### src/rtl/pblk_pkg.sv
package pblk_pkg;

   localparam int unsigned PB_WORD_BYTES = 4;
   localparam int unsigned PB_NFETCH     = 4;
   localparam int unsigned PB_IDX_W      = 3;

   // word positions inside the block; the fetch order follows them
   localparam logic [PB_IDX_W-1:0] PB_IDX_CHAN   = 3'd0;
   localparam logic [PB_IDX_W-1:0] PB_IDX_SIZE   = 3'd1;
   localparam logic [PB_IDX_W-1:0] PB_IDX_BUF    = 3'd2;
   localparam logic [PB_IDX_W-1:0] PB_IDX_CMD    = 3'd3;
   localparam logic [PB_IDX_W-1:0] PB_IDX_RESULT = 3'd4;

   localparam logic [31:0] PB_OP_READ    = 32'd1;
   localparam logic [31:0] PB_OP_WRITE   = 32'd2;
   localparam logic [31:0] PB_ERR_BADCMD = 32'hFFFF_FFEA;

   localparam logic [1:0] PB_SEL_BASE_LO = 2'd0;
   localparam logic [1:0] PB_SEL_BASE_HI = 2'd1;
   localparam logic [1:0] PB_SEL_TRIGGER = 2'd2;

   typedef enum logic [2:0] {
      ST_IDLE,
      ST_FETCH,
      ST_ISSUE,
      ST_WAIT,
      ST_WBACK
   } pb_state_e;

   function automatic logic pb_op_legal(input logic [31:0] code);
      return (code == PB_OP_READ) || (code == PB_OP_WRITE);
   endfunction

endpackage

### src/rtl/pblk_cfg.sv
module pblk_cfg
   import pblk_pkg::*;
#(
   parameter int unsigned ADDR_W = 64
) (
   input  logic        clk,
   input  logic        rst_n,
   input  logic        cfg_we,
   input  logic [1:0]  cfg_sel,
   input  logic [31:0] cfg_wdata,
   input  logic        busy,
   output logic [63:0] base,
   output logic        trig,
   output logic        overrun
);

   logic [31:0] lo_q;
   logic [31:0] hi_q;
   logic        ovr_q;

   assign trig = cfg_we && (cfg_sel == PB_SEL_TRIGGER);

   always_ff @(posedge clk) begin
      if (!rst_n) begin
         lo_q <= '0;
      end else if (cfg_we && (cfg_sel == PB_SEL_BASE_LO)) begin
         lo_q <= cfg_wdata;
      end
   end

   generate
      if (ADDR_W > 32) begin : g_hi_reg
         always_ff @(posedge clk) begin
            if (!rst_n) begin
               hi_q <= '0;
            end else if (cfg_we && (cfg_sel == PB_SEL_BASE_HI)) begin
               hi_q <= cfg_wdata;
            end
         end
      end else begin : g_hi_none
         assign hi_q = '0;
      end
   endgenerate

   always_ff @(posedge clk) begin
      if (!rst_n) begin
         ovr_q <= 1'b0;
      end else if (trig && busy) begin
         ovr_q <= 1'b1;
      end
   end

   assign base    = {hi_q, lo_q};
   assign overrun = ovr_q;


   ovr_sticky_chk: assert property (@(posedge clk) disable iff (!rst_n)
      overrun |=> overrun);


   ovr_on_busy_trig_chk: assert property (@(posedge clk) disable iff (!rst_n)
      (cfg_we && cfg_sel == PB_SEL_TRIGGER && busy) |=> overrun);

endmodule

### src/rtl/pblk_addr.sv
module pblk_addr
   import pblk_pkg::*;
#(
   parameter int unsigned ADDR_W = 64
) (
   input  logic [63:0]         base,
   input  logic [PB_IDX_W-1:0] word_idx,
   output logic [ADDR_W-1:0]   addr
);

   localparam int unsigned OFS_W = PB_IDX_W + $clog2(PB_WORD_BYTES);

   logic [OFS_W-1:0] ofs;

   assign ofs = {word_idx, {($clog2(PB_WORD_BYTES)){1'b0}}};

   generate
      if (ADDR_W == 64) begin : g_wide
         assign addr = base + {{(64-OFS_W){1'b0}}, ofs};
      end else begin : g_narrow
         assign addr = base[ADDR_W-1:0] + {{(ADDR_W-OFS_W){1'b0}}, ofs};
      end
   endgenerate

endmodule

### src/rtl/pblk_seq.sv
module pblk_seq
   import pblk_pkg::*;
(
   input  logic                clk,
   input  logic                rst_n,
   input  logic                trig,
   input  logic [63:0]         base,
   output logic [63:0]         base_q,
   output logic [PB_IDX_W-1:0] word_idx,
   output logic                mem_req,
   output logic                mem_we,
   output logic [31:0]         mem_wdata,
   input  logic                mem_ack,
   input  logic [31:0]         mem_rdata,
   output logic                be_req,
   output logic [31:0]         be_cmd,
   output logic [31:0]         be_chan,
   output logic [31:0]         be_size,
   output logic [31:0]         be_addr,
   input  logic                be_ready,
   input  logic                be_rsp_valid,
   input  logic [31:0]         be_result,
   output logic                done,
   output logic                busy
);

   pb_state_e           st_q;
   logic [PB_IDX_W-1:0] idx_q;
   logic [31:0]         res_q;
   logic                done_q;
   logic [31:0]         fld_q [PB_NFETCH];
   logic                cap;

   assign cap = (st_q == ST_FETCH) && mem_ack;

   always_ff @(posedge clk) begin
      if (!rst_n) begin
         st_q   <= ST_IDLE;
         idx_q  <= '0;
         res_q  <= '0;
         done_q <= 1'b0;
         base_q <= '0;
      end else begin
         done_q <= 1'b0;
         case (st_q)
            ST_IDLE: begin
               if (trig) begin
                  base_q <= base;
                  idx_q  <= PB_IDX_CHAN;
                  st_q   <= ST_FETCH;
               end
            end
            ST_FETCH: begin
               if (mem_ack) begin
                  if (idx_q == PB_IDX_CMD) begin
                     if (pb_op_legal(mem_rdata)) begin
                        st_q <= ST_ISSUE;
                     end else begin
                        res_q <= PB_ERR_BADCMD;
                        st_q  <= ST_WBACK;
                     end
                  end else begin
                     idx_q <= idx_q + 1'b1;
                  end
               end
            end
            ST_ISSUE: begin
               if (be_ready) st_q <= ST_WAIT;
            end
            ST_WAIT: begin
               if (be_rsp_valid) begin
                  res_q <= be_result;
                  st_q  <= ST_WBACK;
               end
            end
            ST_WBACK: begin
               if (mem_ack) begin
                  st_q   <= ST_IDLE;
                  done_q <= 1'b1;
               end
            end
            default: st_q <= ST_IDLE;
         endcase
      end
   end

   generate
      for (genvar g = 0; g < PB_NFETCH; g++) begin : g_fld
         always_ff @(posedge clk) begin
            if (!rst_n) begin
               fld_q[g] <= '0;
            end else if (cap && (idx_q == PB_IDX_W'(g))) begin
               fld_q[g] <= mem_rdata;
            end
         end
      end
   endgenerate

   assign word_idx  = (st_q == ST_WBACK) ? PB_IDX_RESULT : idx_q;
   assign mem_req   = (st_q == ST_FETCH) || (st_q == ST_WBACK);
   assign mem_we    = (st_q == ST_WBACK);
   assign mem_wdata = res_q;
   assign be_req    = (st_q == ST_ISSUE);
   assign be_chan   = fld_q[PB_IDX_CHAN[1:0]];
   assign be_size   = fld_q[PB_IDX_SIZE[1:0]];
   assign be_addr   = fld_q[PB_IDX_BUF[1:0]];
   assign be_cmd    = fld_q[PB_IDX_CMD[1:0]];
   assign done      = done_q;
   assign busy      = (st_q != ST_IDLE);


   be_cmd_legal_chk: assert property (@(posedge clk) disable iff (!rst_n)
      be_req |-> (be_cmd == PB_OP_READ || be_cmd == PB_OP_WRITE));


   be_hold_chk: assert property (@(posedge clk) disable iff (!rst_n)
      (be_req && !be_ready) |=> (be_req && $stable(be_cmd) && $stable(be_chan)
                                  && $stable(be_size) && $stable(be_addr)));


   done_after_wb_chk: assert property (@(posedge clk) disable iff (!rst_n)
      done |-> $past(mem_req && mem_we && mem_ack));


   base_frozen_chk: assert property (@(posedge clk) disable iff (!rst_n)
      (busy && $past(busy)) |-> $stable(base_q));

endmodule

### src/rtl/pblk_engine.sv
module pblk_engine
   import pblk_pkg::*;
#(
   parameter int unsigned ADDR_W = 64
) (
   input  logic              clk,
   input  logic              rst_n,
   input  logic              cfg_we,
   input  logic [1:0]        cfg_sel,
   input  logic [31:0]       cfg_wdata,
   output logic              mem_req,
   output logic              mem_we,
   output logic [ADDR_W-1:0] mem_addr,
   output logic [31:0]       mem_wdata,
   input  logic              mem_ack,
   input  logic [31:0]       mem_rdata,
   output logic              be_req,
   output logic [31:0]       be_cmd,
   output logic [31:0]       be_chan,
   output logic [31:0]       be_size,
   output logic [31:0]       be_addr,
   input  logic              be_ready,
   input  logic              be_rsp_valid,
   input  logic [31:0]       be_result,
   output logic              done,
   output logic              busy,
   output logic              overrun
);

   generate
      if (ADDR_W < 32 || ADDR_W > 64) begin : g_bad_addr_w
         $error("pblk_engine: ADDR_W must lie in 32..64");
      end
   endgenerate

   logic [63:0]         cfg_base;
   logic [63:0]         run_base;
   logic                trig;
   logic [PB_IDX_W-1:0] word_idx;

   pblk_cfg #(.ADDR_W(ADDR_W)) u_cfg (
      .clk       (clk),
      .rst_n     (rst_n),
      .cfg_we    (cfg_we),
      .cfg_sel   (cfg_sel),
      .cfg_wdata (cfg_wdata),
      .busy      (busy),
      .base      (cfg_base),
      .trig      (trig),
      .overrun   (overrun)
   );

   pblk_seq u_seq (
      .clk          (clk),
      .rst_n        (rst_n),
      .trig         (trig),
      .base         (cfg_base),
      .base_q       (run_base),
      .word_idx     (word_idx),
      .mem_req      (mem_req),
      .mem_we       (mem_we),
      .mem_wdata    (mem_wdata),
      .mem_ack      (mem_ack),
      .mem_rdata    (mem_rdata),
      .be_req       (be_req),
      .be_cmd       (be_cmd),
      .be_chan      (be_chan),
      .be_size      (be_size),
      .be_addr      (be_addr),
      .be_ready     (be_ready),
      .be_rsp_valid (be_rsp_valid),
      .be_result    (be_result),
      .done         (done),
      .busy         (busy)
   );

   pblk_addr #(.ADDR_W(ADDR_W)) u_addr (
      .base     (run_base),
      .word_idx (word_idx),
      .addr     (mem_addr)
   );


   mem_hold_chk: assert property (@(posedge clk) disable iff (!rst_n)
      (mem_req && !mem_ack) |=> (mem_req && $stable(mem_addr) && $stable(mem_we)
                                  && $stable(mem_wdata)));


   idle_quiet_chk: assert property (@(posedge clk) disable iff (!rst_n)
      !busy |-> (!mem_req && !be_req));

endmodule

### config.mk
export PLATFORM = sky130hd
export DESIGN_NAME = pblk_engine
export DESIGN_NICKNAME = d
export VERILOG_FILES = /design/src/rtl/pblk_pkg.sv /design/src/rtl/pblk_cfg.sv /design/src/rtl/pblk_addr.sv /design/src/rtl/pblk_seq.sv /design/src/rtl/pblk_engine.sv
export SDC_FILE = /design/constraint.sdc
export NUM_CORES = 1
export LEC_CHECK = 0
export ABC_AREA = 0
export BUFFER_PORTS_ARGS = -buffer_cell sky130_fd_sc_hd__buf_2
export CAP_MARGIN = 20
export CORE_ASPECT_RATIO = 1.75
export CORE_MARGIN = 4
export CORE_UTILIZATION = 30
export CTS_CLUSTER_DIAMETER = 200
export CTS_CLUSTER_SIZE = 25
export DETAILED_ROUTE_END_ITERATION = 10
export SETUP_SLACK_MARGIN = 0.05
export SLEW_MARGIN = 20
export SYNTH_ARGS = -nofsm -noshare
export SYNTH_HDL_FRONTEND = slang
export SYNTH_SLANG_ARGS = --single-unit
### constraint.sdc
create_clock -name clk -period 4.4 [get_ports clk]
set_input_delay 1.1 -clock clk [delete_from_list [all_inputs] [get_ports clk]]
set_output_delay 1.1 -clock clk [all_outputs]
set_load 0.02 [all_outputs]
==> flow_metrics.tcl <==
set metrics [dict create \
    grt-ovfl-total 0 \
    rsz0062_at_grt "yes" \
    ys_warn_count 0 \
    async_flop_share_pct 0 \
    power.switching_mw 1.18 \
    synthesis.area_um2 12200 \
    synth_nets 1319 \
    p_total_mw 4.90 \
    cp_data_required_time_ns 3.30 \
    drive_gt1_share_pct 32.5 \
    preCtsSetupSlack_ns 0.199 \
    arrival_ns 3.38 \
    slowest_stage "or4_4" \
    cp_max_fo 8 \
    ys_seq_elements 296 \
    grt_pass1_vias 9704 \
    yosysSeqAreaShare_pct 59.2 \
    syn_area_per_cell_um2 10.1 \
    finalCriticalPeriod_ns 4.48 \
    die_area_um2 44000 \
    wirelength_mm 39.8 \
    setup_violations 6 \
    cts_buffers 15 \
    p_int_mw 3.72 \
    report.final.slew_viol_count 0 \
    crit_path_end_kind "primary output" \
    ant_nets 0 \
    synth_mux_area_share_pct 0.421 \
    n_antenna_cell 0 \
    grt_start_max_net_pins 74 \
    first_pass_iters 5 \
    status "complete, but fails checks" \
    clock_path_buffers 3 \
    synth_cells 1206 \
    violations "negative setup slack" \
    nNetsFinal 1658 \
    cts.sinks 296 \
    pwr-share-clk_pct 31.8 \
    reg2reg_slack_ns 1.77 \
    clock_skew_ns 0.0127 \
    path_cells "nand2b_4, or2_4, buf_4, nand2_4, inv_1, ha_4, nand3_4, and2_4, or4_4, buf_6, nor4_4, xnor2_2, buf_4" \
    synth_fa_ha_area_share_pct 0.986 \
    clk_pin_slew_ns 0.11 \
    worstHoldStart "u_cfg.lo_q[20]" \
    worstMarginPinSlew_ns 0.809 \
    fp.dieH_um 275 \
    ir_drop_v 0.000256 \
    slowest_delay_ns 0.56 \
    cp-start-kind "flip-flop" \
    grt_pass1_wl_mm 58.5 \
    powerDensity_nw_per_um2 315 \
    power_frac_seq_pct 60.5 \
    start_util_pct 30.4 \
    timing.final.crit_share_pct 102 \
    most-common-layout-cells "buf_2 (306), nand2_1 (297), dfxtp_1 (165), a21oi_1 (132), and2_1 (131)" \
    cts_root_buf "clkbuf_16" \
    fmax_mhz 223 \
    synthXorXnorAreaFrac_pct 4.39 \
    yosysUniqueCellTypes 48 \
    drc_errors 0 \
    crit_type "reg2out" \
    gp_congestion 0.816 \
    synthSimpleGateAreaFrac_pct 23.5 \
    avgRoutedWirePerCell_um 19.5 \
    hold_end "u_seq.base_q[20]" \
    h-tree-depth 1 \
    final_cells 2045 \
    p_leak_nw 6.47 \
    r2r_cells 6 \
    worstSkewPairLatency_ns 0.50 \
    route.vias.total 9963 \
    syn2layout_area_growth_pct 27.6 \
    hold_viol 0 \
    swShare_pct 24.0 \
    io_buffers 333 \
    synthFlopType "dfxtp_1" \
    synth_edf_count 128 \
    cp_common_cell "buf_4" \
    synth_top_family_by_area "simple AND/OR/NAND/NOR gates" \
    utilization_pct 38.8 \
    placedCellCount 1994 \
    timing.final.ws_setup_ns -0.0791 \
    fp-row-count 97 \
    antenna_found_initial 2 \
    grt_util_all_layers_pct 17.0 \
    layout.cells.most_common "buf_2" \
    synth-compound-area-share_pct 8.74 \
    vias_per_cell 4.87 \
    rr_startpoint "u_seq.st_q[2]" \
    worstReg2RegEnd "u_seq.fld_q[2][12]" \
    fp.dieW_um 160 \
    core_um2 40100 \
    setup.worst_path.start "u_seq.st_q[0]" \
    combPwrFrac_pct 7.8 \
    hold_depth 2 \
    place.detailed.hpwl_mm 29.0 \
    min_path_type "reg2reg" \
    max_cap_viol_count 0 \
    dr.first_iter.drc_count 575 \
    max_slew_margin_pct 45.3 \
    cts_tree "done" \
    io_pins 334 \
]
layer usage:
layer	wire length [um]	vias up	GRT usage, %
met5	0	-	0
met4	1360	0	5.80
met3	2680	60	3.52
met2	21300	370	32.4
met1	14500	4742	18.6
li1	-	4791	-
metrics by stage:
| step | TNS [ns] | hold WS (ns) | area [um2] |
|---|---|---|---|
| floorplan | 0 | 0.432 | 12200 |
| global placement | 0 | 0.442 | 14500 |
| detailed placement | 0 | 0.443 | 14500 |
| CTS | -0.00480 | 0.451 | 15100 |
| global route | -1.91 | 0.467 | 15500 |
| finish | -0.262 | 0.454 | 15500 |
worst max path at each step:
| stage | cells past startpoint | slack (ns) | end |
|---|---|---|---|
| after detailed placement | 13 | 0.20 | mem_addr[56] |
| after global placement | 13 | 0.22 | mem_addr[56] |
| after floorplan | 13 | 0.10 | mem_addr[56] |
| final | 13 | -0.08 | mem_addr[45] |
| after CTS | 13 | -0.005 | mem_addr[60] |
| after global routing | 13 | -0.20 | mem_addr[56] |
area by class of cell:
type | count | area, um2
Sequential cell | 296 | 7210
Tap cell | 495 | 619
Multi-Input combinational cell | 824 | 4990
Timing Repair Buffer | 394 | 2240
Fill cell | 4049 | 24500
Inverter | 14 | 56.3
Clock buffer | 22 | 423
sequential cells by signal (all words and copies together) (netlist names):
register and flops:
u_seq.base_q 64, u_cfg.overrun 1, u_seq.st_q 3, u_seq.done 1
u_cfg.lo_q 32, u_seq.idx_q 3, u_seq.mem_wdata 32, u_cfg.hi_q 32
u_seq.fld_q 128
Yosys cell counts (3+ instances only):
library cell	number	area [um2]
nand2_1	299	1120
dfxtp_1	168	3360
a21oi_1	134	671
and2_1	131	820
edfxtp_1	128	3840
clkbuf_1	65	244
xnor2_1	39	342
o221a_2	29	327
nand3_1	23	115
nand4_1	23	144
nor2_1	22	82.6
xor2_1	22	193
inv_1	13	48.8
and3_1	12	75.1
nor4_1	11	68.8
and4_1	9	78.8
ha_1	8	100
nor3_1	7	35.0
nand2b_1	5	31.3
nor3_2	5	50.1
buf_1	4	15.0
mux2i_1	4	40.0
nor2b_1	4	25.0
or2_2	4	25.0
nor4b_1	3	26.3
o21ai_0	3	15.0
or3_1	3	18.8
timing repair:
item                                    CTS  global route
buffers inserted                         15            15
gates resized for setup                  23            68
pin swaps                                12            20
hold buffers                              0             0
endpoints found under the setup margin   39            40
power by group through the flow:
stage	Combinational, mW	Sequential (mW)	Clock, mW
after floorplan	0.128	3.09	0
after global placement	0.379	3.02	0
after detailed placement	0.382	3.02	0
after CTS	0.384	2.96	1.63
after global routing	0.412	2.97	1.71
final	0.381	2.96	1.56
critical path: cells and delay by family (launching register included):
| family | cells | cell delay (ns) |
|---|---|---|
| DFF | 1 | 0.33 |
| buffers and inverters | 4 | 0.55 |
| adders and majority gates | 1 | 0.27 |
| xor gates and xnor gates | 1 | 0.17 |
| and+or+nand+nor | 7 | 1.55 |
cell families (layout without fill, tap and decap cells):
group | Yosys count | count (layout)
XOR/XNOR | 61 | 61
adder cells (fa/ha/maj) | 9 | 9
AND/OR/NAND/NOR | 576 | 576
buffers and inverters | 86 | 430
AO/OA/AOI/OAI | 173 | 173
flip-flops | 296 | 296
multiplexers | 5 | 5
No activity file was read; power rests on OpenSTA's default activity.
